$ cat config.mk
export PLATFORM = sky130hd
export DESIGN_NAME = rtc_txn_monitor
export DESIGN_NICKNAME = d
export VERILOG_FILES = /design/src/rtl/rtc_mon_pkg.sv /design/src/rtl/rtc_seq_fsm.sv /design/src/rtl/rtc_time_regs.sv /design/src/rtl/rtc_txn_monitor.sv
export SDC_FILE = /design/constraint.sdc
export NUM_CORES = 1
export LEC_CHECK = 0
export BUFFER_PORTS_ARGS = -buffer_cell sky130_fd_sc_hd__buf_2
export CAP_MARGIN = 20
export CORE_UTILIZATION = 45
export CTS_CLUSTER_DIAMETER = 30
export CTS_CLUSTER_SIZE = 30
export DETAILED_ROUTE_END_ITERATION = 16
export GPL_TIMING_DRIVEN = 0
export PLACE_DENSITY_LB_ADDON = 0.2
export RECOVER_POWER = 25
export SYNTH_ARGS = -nofsm -noshare
export SYNTH_HDL_FRONTEND = slang
export SYNTH_SLANG_ARGS = --single-unit
$ cat constraint.sdc
create_clock -name clk -period 4.2 [get_ports clk]
set_input_delay 0.21 -clock clk [delete_from_list [all_inputs] [get_ports clk]]
set_output_delay 0.21 -clock clk [all_outputs]
set_load 0.05 [all_outputs]
$ cat src/rtl/rtc_mon_pkg.sv
package rtc_mon_pkg;

    typedef enum logic [2:0] {
        EV_START   = 3'd0,
        EV_RSTART  = 3'd1,
        EV_ADDR_WR = 3'd2,
        EV_ADDR_RD = 3'd3,
        EV_DATA_WR = 3'd4,
        EV_DATA_RD = 3'd5,
        EV_STOP    = 3'd6,
        EV_NACK    = 3'd7
    } ev_kind_e;

    typedef enum logic [2:0] {
        ST_IDLE,
        ST_WAIT_AW,
        ST_WAIT_PTR,
        ST_WR_DATA,
        ST_WAIT_AR,
        ST_RD_DATA,
        ST_HALT
    } mon_state_e;

    localparam logic [7:0] DEV_WR_ADDR = 8'hA2;
    localparam logic [7:0] DEV_RD_ADDR = 8'hA3;

    localparam int REG_CTRL = 1;
    localparam int REG_SEC  = 2;
    localparam int REG_MIN  = 3;
    localparam int REG_HOUR = 4;
    localparam int REG_DAY  = 5;
    localparam int REG_WDAY = 6;
    localparam int REG_MON  = 7;
    localparam int REG_YEAR = 8;

    localparam int NUM_FIELDS = 6;

    typedef struct packed {
        logic [7:0] year;
        logic [7:0] month;
        logic [7:0] day;
        logic [7:0] hours;
        logic [7:0] minutes;
        logic [7:0] seconds;
    } cal_time_t;

    function automatic logic [7:0] bcd_to_bin(input logic [7:0] b);
        return ({4'd0, b[7:4]} * 8'd10) + {4'd0, b[3:0]};
    endfunction

endpackage

$ cat src/rtl/rtc_seq_fsm.sv
module rtc_seq_fsm
    import rtc_mon_pkg::*;
#(
    parameter int PTR_W = 4,
    parameter int CNT_W = 8
) (
    input  logic             clk,
    input  logic             rst,
    input  logic             ev_valid,
    input  ev_kind_e         ev_kind,
    input  logic [7:0]       ev_data,
    output logic             cap_en,
    output logic [PTR_W-1:0] cap_ptr,
    output logic             emit,
    output logic             rec_fire,
    output logic             rec_rd,
    output logic [CNT_W-1:0] rec_cnt
);

    localparam logic [CNT_W-1:0] CNT_MAX = '1;

    mon_state_e       state;
    logic [PTR_W-1:0] ptr;
    logic [CNT_W-1:0] cnt;
    logic             is_rd;
    logic             in_data;

    assign in_data = (state == ST_WR_DATA) || (state == ST_RD_DATA) || (state == ST_HALT);
    assign cap_en  = ev_valid &&
                     (((state == ST_WR_DATA) && (ev_kind == EV_DATA_WR)) ||
                      ((state == ST_RD_DATA) && (ev_kind == EV_DATA_RD)));
    assign cap_ptr = ptr;
    assign emit    = ev_valid && (ev_kind == EV_STOP) && in_data;

    always_ff @(posedge clk) begin
        if (rst) begin
            state    <= ST_IDLE;
            ptr      <= '0;
            cnt      <= '0;
            is_rd    <= 1'b0;
            rec_fire <= 1'b0;
            rec_rd   <= 1'b0;
            rec_cnt  <= '0;
        end else begin
            rec_fire <= 1'b0;
            if (cap_en) begin
                ptr <= ptr + 1'b1;
                if (cnt != CNT_MAX) cnt <= cnt + 1'b1;
            end
            if (ev_valid) begin
                case (ev_kind)
                    EV_START: begin
                        state <= ST_WAIT_AW;
                        cnt   <= '0;
                        is_rd <= 1'b0;
                    end
                    EV_RSTART: begin
                        if (state == ST_WR_DATA) begin
                            state <= ST_WAIT_AR;
                        end else if (state != ST_IDLE) begin
                            state <= ST_WAIT_AW;
                            cnt   <= '0;
                            is_rd <= 1'b0;
                        end
                    end
                    EV_ADDR_WR: begin
                        if (state == ST_WAIT_AW)
                            state <= (ev_data == DEV_WR_ADDR) ? ST_WAIT_PTR : ST_IDLE;
                        else if (state == ST_WAIT_AR)
                            state <= ST_IDLE;
                    end
                    EV_ADDR_RD: begin
                        if (state == ST_WAIT_AR) begin
                            if (ev_data == DEV_RD_ADDR) begin
                                state <= ST_RD_DATA;
                                is_rd <= 1'b1;
                            end else begin
                                state <= ST_IDLE;
                            end
                        end else if (state == ST_WAIT_AW) begin
                            state <= ST_IDLE;
                        end
                    end
                    EV_DATA_WR: begin
                        if (state == ST_WAIT_PTR) begin
                            ptr   <= ev_data[PTR_W-1:0];
                            state <= ST_WR_DATA;
                        end
                    end
                    EV_NACK: begin
                        if ((state == ST_WR_DATA) || (state == ST_RD_DATA))
                            state <= ST_HALT;
                    end
                    EV_STOP: begin
                        if (in_data) begin
                            rec_fire <= 1'b1;
                            rec_rd   <= is_rd;
                            rec_cnt  <= cnt;
                        end
                        state <= ST_IDLE;
                    end
                    default: ;
                endcase
            end
        end
    end

    // pointer steps by one after every stored byte
    a_r2_ptr_step: assert property (@(posedge clk) disable iff (rst)
        cap_en |=> (ptr == PTR_W'($past(ptr) + 1'b1)));

    // foreign write address drops back to idle
    a_r7_foreign_addr: assert property (@(posedge clk) disable iff (rst)
        (ev_valid && (ev_kind == EV_ADDR_WR) && (state == ST_WAIT_AW) &&
         (ev_data != DEV_WR_ADDR)) |=> (state == ST_IDLE));

endmodule

$ cat src/rtl/rtc_time_regs.sv
module rtc_time_regs
    import rtc_mon_pkg::*;
#(
    parameter int PTR_W = 4
) (
    input  logic                  clk,
    input  logic                  rst,
    input  logic                  cap_en,
    input  logic [PTR_W-1:0]      cap_ptr,
    input  logic [7:0]            cap_byte,
    input  logic                  emit,
    output cal_time_t             snap_time,
    output logic [NUM_FIELDS-1:0] snap_valid,
    output logic [4:0]            ctrl_flags,
    output logic [2:0]            wday,
    output logic                  vl_flag,
    output logic                  cent_flag
);

    logic [6:0] sec_raw, min_raw;
    logic [5:0] hour_raw, day_raw;
    logic [4:0] mon_raw;
    logic [7:0] year_raw;
    logic [NUM_FIELDS-1:0] fv;

    always_ff @(posedge clk) begin
        if (rst) begin
            sec_raw    <= '0;
            min_raw    <= '0;
            hour_raw   <= '0;
            day_raw    <= '0;
            mon_raw    <= '0;
            year_raw   <= '0;
            fv         <= '0;
            ctrl_flags <= '0;
            wday       <= '0;
            vl_flag    <= 1'b0;
            cent_flag  <= 1'b0;
            snap_time  <= '0;
            snap_valid <= '0;
        end else begin
            if (cap_en) begin
                case (cap_ptr)
                    PTR_W'(REG_CTRL): ctrl_flags <= cap_byte[4:0];
                    PTR_W'(REG_SEC): begin
                        sec_raw <= cap_byte[6:0];
                        vl_flag <= cap_byte[7];
                        fv[0]   <= 1'b1;
                    end
                    PTR_W'(REG_MIN): begin
                        min_raw <= cap_byte[6:0];
                        fv[1]   <= 1'b1;
                    end
                    PTR_W'(REG_HOUR): begin
                        hour_raw <= cap_byte[5:0];
                        fv[2]    <= 1'b1;
                    end
                    PTR_W'(REG_DAY): begin
                        day_raw <= cap_byte[5:0];
                        fv[3]   <= 1'b1;
                    end
                    PTR_W'(REG_WDAY): wday <= cap_byte[2:0];
                    PTR_W'(REG_MON): begin
                        mon_raw   <= cap_byte[4:0];
                        cent_flag <= cap_byte[7];
                        fv[4]     <= 1'b1;
                    end
                    PTR_W'(REG_YEAR): begin
                        year_raw <= cap_byte;
                        fv[5]    <= 1'b1;
                    end
                    default: ;
                endcase
            end
            if (emit) begin
                snap_time.seconds <= bcd_to_bin({1'b0, sec_raw});
                snap_time.minutes <= bcd_to_bin({1'b0, min_raw});
                snap_time.hours   <= bcd_to_bin({2'b0, hour_raw});
                snap_time.day     <= bcd_to_bin({2'b0, day_raw});
                snap_time.month   <= bcd_to_bin({3'b0, mon_raw});
                snap_time.year    <= bcd_to_bin(year_raw);
                snap_valid        <= fv;
            end
        end
    end

    // a captured-field bit never clears once set
    a_r8_valid_sticky: assert property (@(posedge clk) disable iff (rst)
        (($past(fv) & ~fv) == '0));

endmodule

$ cat src/rtl/rtc_txn_monitor.sv
module rtc_txn_monitor
    import rtc_mon_pkg::*;
#(
    parameter int PTR_W = 4,
    parameter int CNT_W = 8
) (
    input  logic             clk,
    input  logic             rst,
    input  logic             ev_valid,
    input  logic [2:0]       ev_kind,
    input  logic [7:0]       ev_data,
    output logic             rec_valid,
    output logic             rec_is_read,
    output logic [7:0]       rec_seconds,
    output logic [7:0]       rec_minutes,
    output logic [7:0]       rec_hours,
    output logic [7:0]       rec_day,
    output logic [7:0]       rec_month,
    output logic [7:0]       rec_year,
    output logic [5:0]       rec_field_valid,
    output logic [CNT_W-1:0] rec_bytes,
    output logic [2:0]       weekday,
    output logic             volt_low,
    output logic             century,
    output logic             tmr_repeat,
    output logic             alarm_flag,
    output logic             timer_flag,
    output logic             alarm_ie,
    output logic             timer_ie
);

    ev_kind_e              kind;
    logic                  cap_en;
    logic [PTR_W-1:0]      cap_ptr;
    logic                  emit;
    cal_time_t             snap_time;
    logic [NUM_FIELDS-1:0] snap_valid;
    logic [4:0]            ctrl_flags;

    assign kind = ev_kind_e'(ev_kind);

    rtc_seq_fsm #(.PTR_W(PTR_W), .CNT_W(CNT_W)) u_seq (
        .clk      (clk),
        .rst      (rst),
        .ev_valid (ev_valid),
        .ev_kind  (kind),
        .ev_data  (ev_data),
        .cap_en   (cap_en),
        .cap_ptr  (cap_ptr),
        .emit     (emit),
        .rec_fire (rec_valid),
        .rec_rd   (rec_is_read),
        .rec_cnt  (rec_bytes)
    );

    rtc_time_regs #(.PTR_W(PTR_W)) u_regs (
        .clk        (clk),
        .rst        (rst),
        .cap_en     (cap_en),
        .cap_ptr    (cap_ptr),
        .cap_byte   (ev_data),
        .emit       (emit),
        .snap_time  (snap_time),
        .snap_valid (snap_valid),
        .ctrl_flags (ctrl_flags),
        .wday       (weekday),
        .vl_flag    (volt_low),
        .cent_flag  (century)
    );

    assign rec_seconds     = snap_time.seconds;
    assign rec_minutes     = snap_time.minutes;
    assign rec_hours       = snap_time.hours;
    assign rec_day         = snap_time.day;
    assign rec_month       = snap_time.month;
    assign rec_year        = snap_time.year;
    assign rec_field_valid = snap_valid;
    assign tmr_repeat      = ctrl_flags[4];
    assign alarm_flag      = ctrl_flags[3];
    assign timer_flag      = ctrl_flags[2];
    assign alarm_ie        = ctrl_flags[1];
    assign timer_ie        = ctrl_flags[0];

    // a record strobe only ever follows a stop event
    a_r4_rec_after_stop: assert property (@(posedge clk) disable iff (rst)
        rec_valid |-> $past(ev_valid && (ev_kind == 3'd6)));

endmodule

==> reports/metrics.csv, run 1 <==
stage,metric,value,unit
run_status,status,"finished, final reports clean",
logic_synthesis,ys_ff_latch,128,
logic_synthesis,synth_edf_count,0,
logic_synthesis,ys_types,55,
timing,finalCriticalPeriod,2340,ps
routing,route.detailed.drc,0,
logic_synthesis,ys.flop_type,dfxtp_1,
place,place_inst,924,
place,dpl.hpwl,11100,um
power_and_ir_drop,p_leak,2.68,nW
clock_network,cts_sinks,128,
clock_network,clockBufferDepth,2,
clock_network,cts_max_level,4,
global_route,grt_pass1_wl,25600,um
logic_synthesis,synth_top_cell_area_share,42.7,%
logic_synthesis,yosys-top-cells-area,"dfxtp_1 (43%), mux2i_1 (8.2%), ha_1 (6.9%), nand2_1 (6.1%), nor2_1 (5.8%)",
clock_network,cts.clk_slew.worst_paths,60,ps
clock_network,ctsHoldBuffers,0,
routing,drt_pass1_iterations,4,
finish,fill_cells,1214,
worst_setup_path,endpoint_kind,flip-flop,
power_and_ir_drop,pwr_density_cell,405,nW/um2
global_route,grt_max_degree,17,
clock_network,clock_latency,420,ps
die,dieWidth,117,um
global_route,grt-ovfl-total,0,
finish,fin_cells,956,
timing,finalMaxSlewViolations,0,
die,num_io_pins,88,
power_and_ir_drop,power_frac_comb,4.0,%
logic_synthesis,yosysWarnings,0,
die,die-area,13800,um2
finish,areaGrowthSynthToFinish,20.0,%
routing,ant_nets,0,
routing,routed_wl,15900,um
global_route,grt_pass1_vias,5025,
worst_setup_path,crit_path_start_kind,flip-flop,
timing,fin_skew,8.32,ps
power_and_ir_drop,power_frac_seq,41.8,%
hold_path,hold_class,in -> reg,
finish,nNetsFinal,824,
die,core_area,12800,um2
global_route,antenna_found_initial,0,
place,gp_congestion,0.834,
worst_setup_path,cp.required,4520,ps
timing,fin_crit_sh,55.6,%
die,row_count,41,
run,cap_violations,0,
clock_network,clockRootBuffer,clkbuf_16,
power_and_ir_drop,switching_share,22.0,%
logic_synthesis,yosysSeqAreaShare,42.7,%
finish,n_antenna_cell,0,
logic_synthesis,syn_area,6000,um2
timing,tns,0,ps
power_and_ir_drop,switching_power,641,uW
clock_network,cts_tree,done,
routing,wire_per_inst,16.6,um
clock_network,numCtsBuffers,17,
logic_synthesis,avgSynthCellArea,8.95,um2
timing,finalHoldViolations,0,
logic_synthesis,synth_top_area_cell,dfxtp_1,
worst_setup_path,regToRegSetupSlack,1860,ps
timing,whs,126,ps
worst_setup_path,r2r-start,u_regs.year_raw[7],
worst_setup_path,arrival,2660,ps
timing,rsz0062_at_grt,false,
routing,drt-vias-per-instance,5.27,
worst_setup_path,r2r-end,u_regs.snap_time[47],
clock_network,cts_resized,0,
logic_synthesis,ys_async_sr_fraction,0,%
logic_synthesis,synthCells,670,
finish,drive_gt1_share,12.4,%
worst_setup_path,r2r_cells,7,
place,io_buffers,76,
worst_setup_path,path_max_fanout,5,
timing,timing.fmax,428,MHz
power_and_ir_drop,power.internal,2.28,mW
worst_setup_path,critPathLaunch,u_regs.year_raw[7],
routing,dr.first_iter.drc_count,325,
clock_network,post_cts_buffers,0,
global_route,grtUsageTotal,24.0,%
worst_setup_path,crit_path_end,u_regs.snap_time[47],
timing,setup_viol,0,
power_and_ir_drop,worst_ir_drop_vdd,0.277,mV
timing,tightest_slew,792,ps
timing,max_slew_margin,47.2,%
worst_setup_path,worstSetupPathType,reg -> reg,
die,initial_core_util,46.8,%
power_and_ir_drop,clock_power_share,54.2,%
die,die_y,117,um
routing,vias,5035,
## worst min path at each step
stage,depth (start not counted),slack (ps),start,to
after global routing,3,130,ev_data[5],u_regs.day_raw[5]
after detailed placement,2,440,u_regs.snap_time[46],u_regs.snap_time[46]
final,3,130,ev_data[6],u_regs.year_raw[6]
after global placement,2,440,u_regs.snap_time[43],u_regs.snap_time[43]
after floorplan,2,350,ev_data[5],u_regs.day_raw[5]
after CTS,3,110,ev_data[7],u_regs.year_raw[7]
## state kept, by name (all words and copies together), names as in the netlist
name and cells:
u_seq.state 3, u_regs.sec_raw 7, u_seq.rec_cnt 8, u_regs.wday 3, u_regs.snap_valid 6, u_regs.year_raw 8, u_seq.cap_ptr 4, u_regs.mon_raw 5
u_regs.min_raw 7, u_regs.ctrl_flags 5, u_regs.fv 6, u_regs.hour_raw 6, u_regs.vl_flag 1, u_seq.is_rd 1, u_regs.day_raw 6, u_seq.cnt 8
u_regs.snap_time 41, u_regs.cent_flag 1, u_seq.rec_rd 1, u_seq.rec_fire 1
## metrics by stage
step / setup slack, ps / total power, mW / util [%] / instance area, um2
floorplan: 2120 / 1.32 / - / 6020
global placement: 1970 / 1.36 / 51.6 / 6610
detailed placement: 1900 / 1.36 / 51.6 / 6610
CTS: 1880 / 2.93 / 56.6 / 7250
global route: 1760 / 3.00 / 56.1 / 7190
finish: 1860 / 2.92 / 56.1 / 7190
## synthesized netlist by cell type, drive strengths merged, types with 2 or more instances
library cell and n:
ha 33, a31oi 2, inv 21, a211o 2, o2111ai 2, nor4 5
clkbuf 26, and4 3, nor2 96, o21ai 9, and3b 2, nor3 5
nand3 3, nand4 6, a21oi 57, nor2b 6, buf 24, nand2 99
nand2b 2, nor3b 7, mux2i 49, o211ai 4, or2b 2, xnor2 25
o21a 4, fa 6, xor2 3, a211oi 18, nor4b 2, dfxtp 128
a21o 5
## layout make-up
| cell class | instances | area (um2) | share of cell area (%) |
|---|---|---|---|
| clock buffers | 20 | 457 | 6.35 |
| flip-flops and latches | 128 | 2560 | 35.6 |
| inverters | 21 | 78.8 | 1.10 |
| plain buffers | 50 | 254 | 3.53 |
| clock inverters | 12 | 183 | 2.54 |
| multi-input cells | 477 | 3120 | 43.4 |
| well taps | 172 | 215 | 2.99 |
| repair buffers | 76 | 320 | 4.45 |
## layout by cell type, fill, tap and decap left out, types with 3 or more instances in the layout
master / count
bufinv_16: 4
a211oi_1: 18
dfxtp_1: 128
clkinv_4: 3
o21a_1: 4
fa_1: 6
o211ai_1: 4
o21ai_0: 8
mux2i_1: 49
and4_1: 3
nand3_1: 3
buf_4: 10
buf_2: 39
nor3_1: 5
nor2b_1: 6
ha_1: 33
a21o_1: 5
nor2_1: 93
xor2_1: 3
clkbuf_16: 17
clkbuf_1: 75
nor4_1: 3
nand4_1: 6
conb_1: 7
nor3b_1: 6
a21oi_1: 57
nand2_1: 98
xnor2_1: 25
inv_1: 21
## per-layer routing
metal / global-route usage, % / part of all wire (%) / wire length (um) / vias to the layer above
li1: - / - / - / 2467
met1: 30.6 / 46 / 7340 / 2428
met2: 39.4 / 47 / 7530 / 111
met3: 5.16 / 3.7 / 592 / 29
met4: 9.74 / 2.5 / 393 / 0
met5: 0 / 0 / 0 / -
## kinds of logic (layout without fill, tap and decap cells)
| logic type | after synthesis | in the layout | share of synthesized area [%] |
|---|---|---|---|
| xor gates and xnor gates | 28 | 28 | 4.09 |
| DFF | 128 | 128 | 42.7 |
| adders and majority gates | 39 | 39 | 8.89 |
| and+or+nand+nor | 243 | 243 | 18.7 |
| other | 1 | 7 | 0.0625 |
| muxes | 50 | 50 | 8.37 |
| buffers and inverters | 71 | 179 | 5.55 |
| AOI/OAI and AO/OA | 110 | 110 | 11.6 |
## power groups by stage
| stage | clock network, mW | logic [mW] | registers, mW |
|---|---|---|---|
| after floorplan | 0 | 0.0743 | 1.25 |
| after global placement | 0 | 0.113 | 1.25 |
| after detailed placement | 0 | 0.114 | 1.25 |
| after CTS | 1.59 | 0.115 | 1.22 |
| after global routing | 1.66 | 0.124 | 1.22 |
| final | 1.58 | 0.116 | 1.22 |
## critical path, stage by stage, from the launching register on
cell and delay [ps]:
dfxtp_1 450, ha_1 280, ha_1 230, fa_1 530, o211ai_1 180, mux2i_1 220, a22oi_1 100, a211oi_1 250
Note: power is estimated with default switching activity, not from simulation.
==> inputs of run 2 (changes only) <==
Settings changed: ABC_AREA from default to 1.
Clock period 4.2 ns to 2.1 ns, I/O delays scaled along.
==> run 2 against run 1 <==
Effect of this change: synthesized cell count rose by 34%; via count up 16%; core utilization down 0.92 points; flip-flop and latch count is the same; clock-buffer cell count is 2 lower; worst hold slack lost 100 ps; clock skew down 1.3 ps; first-iteration DRC count grew 29%; combinational power is 120% higher; critical endpoint is now u_regs.snap_time[46]; non-clock buffer count is 1 lower; die area rose by 7.5%; highest routed layer unchanged.
==> reports/metrics.csv, run 2 <==
stage,metric,value,unit,change
run_status,status,"finished, final reports clean",,unchanged
timing,fin_crit_sh,92.5,%,was 55.6%
die,num_io_pins,88,,unchanged
routing,route.detailed.drc,0,,unchanged
worst_setup_path,worstSetupPathType,reg -> reg,,unchanged
timing,tns,0,ps,unchanged
logic_synthesis,synth_edf_count,0,,unchanged
finish,largest_register_ffs,41,,unchanged
timing,finalCriticalPeriod,1940,ps,was 2340 ps
logic_synthesis,yosysSeqAreaShare,39.7,%,was 42.7%
clock_network,cts_max_level,4,,unchanged
logic_synthesis,ys_types,32,,was 55
clock_network,ctsHoldBuffers,0,,unchanged
hold_path,hold_class,in -> reg,,unchanged
routing,dr.first_iter.drc_count,418,,was 325
worst_setup_path,r2r-start,u_regs.year_raw[7],,unchanged
power_and_ir_drop,switching_power,1.33,mW,was 641 uW
clock_network,cts.clk_slew.worst_paths,60,ps,about the same
finish,areaGrowthSynthToFinish,19.1,%,was 20.0%
worst_setup_path,path_max_fanout,5,,unchanged
worst_setup_path,crit_path_start_kind,flip-flop,,unchanged
logic_synthesis,yosysWarnings,0,,unchanged
global_route,grt_max_degree,17,,unchanged
finish,nNetsFinal,1053,,was 824
power_and_ir_drop,worst_ir_drop_vdd,0.504,mV,was 0.277 mV
routing,drt-vias-per-instance,4.92,,was 5.27
die,die_y,122,um,was 117 um
logic_synthesis,syn_area,6460,um2,was 6000 um2
routing,drt_pass1_iterations,5,,was 4
global_route,antenna_found_initial,0,,unchanged
worst_setup_path,cp.required,2400,ps,was 4520 ps
clock_network,numCtsBuffers,17,,unchanged
hold_path,min-delay-start,ev_data[7],,was ev_data[6]
global_route,grt_pass1_wl,26700,um,was 25600 um
place,gp_congestion,0.857,,was 0.834
logic_synthesis,synth_top_area_cell,dfxtp_1,,unchanged
logic_synthesis,yosysMostFrequentCell,nand2_1,,was dfxtp_1
finish,max_flop_register,u_regs.snap_time,,unchanged
timing,finalMaxSlewViolations,0,,unchanged
global_route,grt-ovfl-total,0,,unchanged
power_and_ir_drop,pwr_density_cell,759,nW/um2,was 405 nW/um2
place,io_buffers,76,,unchanged
logic_synthesis,synthCells,899,,was 670
worst_setup_path,r2r_cells,10,,was 7
routing,wire_per_inst,13.8,um,was 16.6 um
die,dieWidth,122,um,was 117 um
timing,rsz0062_at_grt,false,,unchanged
global_route,grt_pass1_vias,5316,,was 5025
worst_setup_path,slowest_stage,fa_2,,was fa_1
power_and_ir_drop,switching_share,22.9,%,was 22.0%
global_route,grtUsageTotal,23.6,%,was 24.0%
finish,final_common_cell,nand2_1,,was dfxtp_1
die,row_count,43,,was 41
clock_network,clockBufferDepth,2,,unchanged
logic_synthesis,synth_top_cell_area_share,39.7,%,was 42.7%
worst_setup_path,crit_chain,"ha_4, ha_4, fa_2, nand2_1, inv_1, nand2_1, nand2_1, nand2_1, nor2_1, a21oi_1",,"was ha_1, ha_1, fa_1, o211ai_1, mux2i_1, a22oi_1, a211oi_1"
clock_network,cts_tree,done,,unchanged
clock_network,clock_latency,420,ps,about the same
clock_network,clockRootBuffer,clkbuf_16,,unchanged
routing,routed_wl,16400,um,was 15900 um
clock_network,cts_sinks,128,,unchanged
logic_synthesis,avgSynthCellArea,7.18,um2,was 8.95 um2
worst_setup_path,r2r-end,u_regs.snap_time[46],,was u_regs.snap_time[47]
clock_network,post_cts_buffers,0,,unchanged
die,core_area,13900,um2,was 12800 um2
hold_path,hold_end,u_regs.year_raw[7],,was u_regs.year_raw[6]
logic_synthesis,ys_ff_latch,128,,unchanged
timing,timing.fmax,515,MHz,was 428 MHz
routing,vias,5857,,was 5035
worst_setup_path,arrival,2250,ps,was 2660 ps
routing,ant_nets,0,,unchanged
timing,tightest_slew,801,ps,was 792 ps
place,postPlaceCellArea,7080,um2,was 6610 um2
timing,setup_viol,0,,unchanged
die,initial_core_util,46.3,%,was 46.8%
timing,finalHoldViolations,0,,unchanged
run,cap_violations,0,,unchanged
timing,max_slew_margin,46.6,%,was 47.2%
timing,fin_skew,7.01,ps,was 8.32 ps
finish,final_cell_mix,"nand2_1 (182), nor2_1 (160), dfxtp_1 (126)",,"was dfxtp_1 (128), nand2_1 (98), nor2_1 (93)"
power_and_ir_drop,power_frac_comb,4.3,%,was 4.0%
finish,drive_gt1_share,11.0,%,was 12.4%
place,dpl.hpwl,11800,um,was 11100 um
logic_synthesis,yosys-top-cells-count,"nand2_1 (182), nor2_1 (160), dfxtp_1 (128)",,"was dfxtp_1 (128), nand2_1 (98), nor2_1 (93)"
worst_setup_path,critPathMaxStageDelay,590,ps,was 530 ps
die,die-area,14800,um2,was 13800 um2
logic_synthesis,ys.flop_type,dfxtp_1,,unchanged
worst_setup_path,regToRegSetupSlack,160,ps,was 1860 ps
finish,n_antenna_cell,0,,unchanged
logic_synthesis,yosys-top-cells-area,"dfxtp_1 (40%), nand2_1 (11%), nor2_1 (9.3%), ha_1 (6.4%), inv_1 (5.6%)",,"was dfxtp_1 (43%), mux2i_1 (8.2%), ha_1 (6.9%), nand2_1 (6.1%), nor2_1 (5.8%)"
power_and_ir_drop,clock_power_share,53.9,%,was 54.2%
power_and_ir_drop,p_leak,3.42,nW,was 2.68 nW
worst_setup_path,endpoint_kind,flip-flop,,unchanged
logic_synthesis,ys_async_sr_fraction,0,%,unchanged
power_and_ir_drop,power_frac_seq,41.8,%,about the same
power_and_ir_drop,power.internal,4.50,mW,was 2.28 mW
finish,final_area,7690,um2,was 7190 um2
hold_path,whs_path_depth,3,,unchanged
worst_setup_path,crit_top_cell,nand2_1,,was ha_1
==> run 2: cell count changes in the layout (fill, tap and decap cells not counted), moves of 24 or more <==
cell and change:
nand4_1 +24, o21ai_0 +44, nand2_1 +84, inv_1 +75
mux2i_1 -49, nor2_1 +67, nand3_1 +36
==> run 2: power groups by stage <==
stage          Clock, mW  Sequential [mW]  Combinational [mW]
3_5_place_dp           0             2.49               0.250
5_1_grt             3.30             2.44               0.279
3_3_place_gp           0             2.49               0.252
4_1_cts             3.18             2.44               0.251
6_report            3.14             2.44               0.254
2_1_floorplan          0             2.50               0.167
==> run 2: repair_timing <==
item / in CTS / in global routing
resized for setup: 0 / 9
endpoints found under the setup margin: 0 / 3
hold endpoints to repair: 0 / 0
==> run 2: cell families after synthesis <==
family	synth area share [%]
AOI/OAI and AO/OA	9.98
xor gates and xnor gates	2.58
adders and majority gates	8.26
buffers and inverters	10.2
DFF	39.7
other	0.0581
and+or+nand+nor	29.3
==> run 2: critical path: cells and delay by family (launching register included) <==
family	cells	cell delay [ps]
flops	1	390
buf+inv	1	80
compound gates	1	40
fa+ha+maj	3	960
simple gates	5	350
==> run 2: cell type report <==
| cell class | instances | area (um2) |
|---|---|---|
| flip-flops and latches | 128 | 2570 |
| clock inverters | 12 | 184 |
| plain buffers | 49 | 282 |
| multi-input cells | 628 | 3290 |
| fillers | 1387 | 6250 |
| well taps | 180 | 225 |
| repair buffers | 76 | 320 |
| clock buffers | 18 | 439 |
| inverters | 100 | 375 |
==> run 2: metrics by stage <==
step | setup WS, ps | util, % | hold WS [ps] | power (mW) | cells
2_1_floorplan | 227 | - | 240 | 2.66 | 905
3_3_place_gp | 45.9 | 50.8 | 434 | 2.74 | 1161
3_5_place_dp | 22.9 | 50.8 | 437 | 2.74 | 1161
4_1_cts | 3.83 | 55.3 | 14.0 | 5.87 | 1191
5_1_grt | 38.8 | 55.2 | 47.2 | 6.02 | 1191
6_report | 157 | 55.2 | 23.8 | 5.84 | 1191
==> run 2: routing by layer <==
metal | track usage, % | part of all wire [%] | up-vias
li1 | - | - | 3062
met2 | 37.4 | 45 | 128
met3 | 4.12 | 4.9 | 27
met4 | 9.57 | 1.7 | 0
met1 | 31.8 | 48 | 2640
met5 | 0 | 0 | -
==> run 2: how the worst max path moves through the flow <==
stage                             from                   end
floorplan           u_regs.year_raw[7]  u_regs.snap_time[47]
global placement    u_regs.year_raw[7]  u_regs.snap_time[47]
detailed placement  u_regs.year_raw[7]  u_regs.snap_time[47]
CTS                 u_regs.year_raw[7]  u_regs.snap_time[47]
global route        u_regs.year_raw[6]  u_regs.snap_time[46]
finish              u_regs.year_raw[7]  u_regs.snap_time[46]
==> inputs of run 3 (changes only) <==
Settings changed: ABC_AREA 1 to default.
==> run 3 against run 2 <==
Effect of this change: total power is essentially flat; register-to-register slack lost 140 ps; core utilization grew 1.7 points; first-iteration DRC count shrank 22%; non-clock buffer count grew 6; design area shrank 5.1%; final cell count shrank 19%; clock power is essentially flat; flip-flop and latch count is the same; global-route usage grew 0.46 points; clock-buffer cell count grew 2.
==> reports/metrics.csv, run 3 (synthesis gave the netlist of run 1 again) <==
stage,metric,value,unit,change
run_status,status,"finished, final reports clean",,unchanged
power_and_ir_drop,switching_share,22.1,%,was 22.9%
routing,vias,5047,,was 5857
timing,tns,0,ps,unchanged
routing,routed-wl-met3,769,um,was 800 um
power_and_ir_drop,worst_ir_drop_vdd,0.554,mV,was 0.504 mV
finish,final_common_cell,dfxtp_1,,was nand2_1
global_route,grt_pass1_wl,25700,um,was 26700 um
power_and_ir_drop,switching_power,1.29,mW,was 1.33 mW
die,row_count,41,,was 43
timing,fin_crit_sh,99.2,%,was 92.5%
place,gp_congestion,0.834,,was 0.857
worst_setup_path,cpLargestDelayFamily,adder cells,,unchanged
clock_network,numCtsBuffers,17,,unchanged
timing,finalHoldViolations,0,,unchanged
timing,setup_viol,0,,unchanged
power_and_ir_drop,p_leak,2.71,nW,was 3.42 nW
power_and_ir_drop,power.internal,4.55,mW,was 4.50 mW
routing,top_layer,met4,,unchanged
place,io_buffers,76,,unchanged
finish,max_flop_register,u_regs.snap_time,,unchanged
routing,wl_met2,7670,um,was 7420 um
finish,largest_register_ffs,41,,unchanged
place,dpl.hpwl,11100,um,was 11800 um
worst_setup_path,slowest_stage,fa_1,,was fa_2
timing,timing.fmax,480,MHz,was 515 MHz
worst_setup_path,cp.required,2370,ps,was 2400 ps
worst_setup_path,arrival,2350,ps,was 2250 ps
clock_network,cts_sinks,128,,unchanged
global_route,grtUsageTotal,24.1,%,was 23.6%
clock_network,cts_max_level,4,,unchanged
routing,m1WireLength,7260,um,was 7900 um
timing,tightest_slew,825,ps,was 801 ps
worst_setup_path,cp_num_buf_inv,0,,was 1
worst_setup_path,crit_top_cell,ha_4,,was nand2_1
timing,finalMaxSlewViolations,0,,unchanged
place,postPlaceCellArea,6610,um2,was 7080 um2
clock_network,clockBufferDepth,2,,unchanged
power_and_ir_drop,power_frac_comb,4.0,%,was 4.3%
hold_path,hold_class,in -> reg,,unchanged
die,num_io_pins,88,,unchanged
clock_network,cts.clk_slew.worst_paths,60,ps,about the same
global_route,antenna_found_initial,0,,unchanged
routing,routed_wl,16000,um,was 16400 um
finish,n_antenna_cell,0,,unchanged
worst_setup_path,critPathMaxStageDelay,560,ps,was 590 ps
routing,drt-vias-per-instance,5.25,,was 4.92
power_and_ir_drop,clock_power_share,54.3,%,was 53.9%
routing,drt_pass1_iterations,4,,was 5
die,dieWidth,117,um,was 122 um
timing,rsz0062_at_grt,true,,was false
finish,final_area,7300,um2,was 7690 um2
run,cap_violations,0,,unchanged
clock_network,clock_latency,420,ps,about the same
timing,max_slew_margin,45.0,%,was 46.6%
finish,areaGrowthSynthToFinish,21.7,%,was 19.1%
power_and_ir_drop,power_frac_seq,41.7,%,was 41.8%
finish,final_util,56.9,%,was 55.2%
die,core_area,12800,um2,was 13900 um2
die,die_y,117,um,was 122 um
global_route,grt_max_degree,17,,unchanged
finish,final_cell_mix,"dfxtp_1 (126), nand2_1 (98), nor2_1 (93)",,"was nand2_1 (182), nor2_1 (160), dfxtp_1 (126)"
global_route,grt_pass1_vias,5039,,was 5316
die,die-area,13800,um2,was 14800 um2
worst_setup_path,crit_path_start_kind,flip-flop,,unchanged
worst_setup_path,path_max_fanout,3,,was 5
routing,dr.first_iter.drc_count,326,,was 418
clock_network,clockRootBuffer,clkbuf_16,,unchanged
timing,fin_skew,9.94,ps,was 7.01 ps
finish,nNetsFinal,829,,was 1053
timing,finalCriticalPeriod,2080,ps,was 1940 ps
die,initial_core_util,46.8,%,was 46.3%
clock_network,ctsHoldBuffers,0,,unchanged
clock_network,cts_tree,done,,unchanged
routing,route.detailed.drc,0,,unchanged
routing,ant_nets,0,,unchanged
power_and_ir_drop,pwr_density_cell,800,nW/um2,was 759 nW/um2
routing,wire_per_inst,16.7,um,was 13.8 um
worst_setup_path,endpoint_kind,flip-flop,,unchanged
global_route,grt-ovfl-total,0,,unchanged
finish,drive_gt1_share,14.2,%,was 11.0%
worst_setup_path,crit_chain,"ha_4, ha_4, fa_1, o211ai_1, mux2i_1, a22oi_1, a211oi_2",,"was ha_4, ha_4, fa_2, nand2_1, inv_1, nand2_1, nand2_1, nand2_1, nor2_1, a21oi_1"
worst_setup_path,worstSetupPathType,reg -> reg,,unchanged
[run 3: changes by cell type in the layout (fill, tap and decap cells not counted), moves of 8 or more]
cell	change
xnor2_1	+22
nor2_1	-67
a211oi_1	+17
mux2i_1	+49
xor2_1	-12
nand2_1	-84
inv_1	-75
nand3_1	-36
a21oi_1	-8
o21ai_0	-44
nand4_1	-24
[run 3: path summary, 6_finish.rpt]
path | from | to | slack [ps] | cells past startpoint
min reg2reg | u_regs.snap_time[27] | u_regs.snap_time[27] | 450 | 2
max | u_regs.year_raw[5] | u_regs.snap_time[47] | 20 | 7
max reg2reg | u_regs.year_raw[5] | u_regs.snap_time[47] | 20 | 7
min | ev_data[7] | u_regs.year_raw[7] | 20 | 3
[run 3: per-layer routing]
layer | up-vias | GRT usage (%)
met1 | 2424 | 30.6
met2 | 125 | 39.6
met5 | - | 0
li1 | 2475 | -
met3 | 23 | 5.16
met4 | 0 | 9.74
[run 3: layout make-up]
cell class              instances  area, um2
plain buffers                  50        264
well taps                     172        215
clock inverters                12        183
repair buffers                 81        364
inverters                      21       78.8
fillers                      1202       5530
clock buffers                  20        457
multi-input cells             477       3170
flip-flops and latches        128       2570
[run 3: metrics by stage]
stage	total power, mW	worst slack [ps]	hold WS [ps]	std cells
after CTS	5.85	-58.9	0.474	957
after floorplan	2.65	19.1	241	676
after global routing	6.00	-45.0	28.5	961
after global placement	2.72	-126	417	924
after detailed placement	2.72	-199	437	924
final	5.84	16.1	15.5	961
[run 3: worst reg2reg max path, stage by stage, from the launching register on]
cell,delay (ps)
dfxtp_4,360
ha_4,240
ha_4,160
fa_1,560
o211ai_1,150
mux2i_1,150
a22oi_1,220
a211oi_2,100
[run 3: power groups by stage]
stage	Clock [mW]	Combinational (mW)	Sequential [mW]
after floorplan	0	0.149	2.50
after global placement	0	0.226	2.49
after detailed placement	0	0.228	2.49
after CTS	3.19	0.230	2.44
after global routing	3.32	0.250	2.43
final	3.17	0.235	2.44
[run 3: what timing repair did]
item,4_1_cts,5_1_grt
cloned,0,0
resized for setup,5,12
pin swaps,6,7
endpoints found under the setup margin,12,54
setup buffers,1,4
endpoints found under the hold margin,0,0
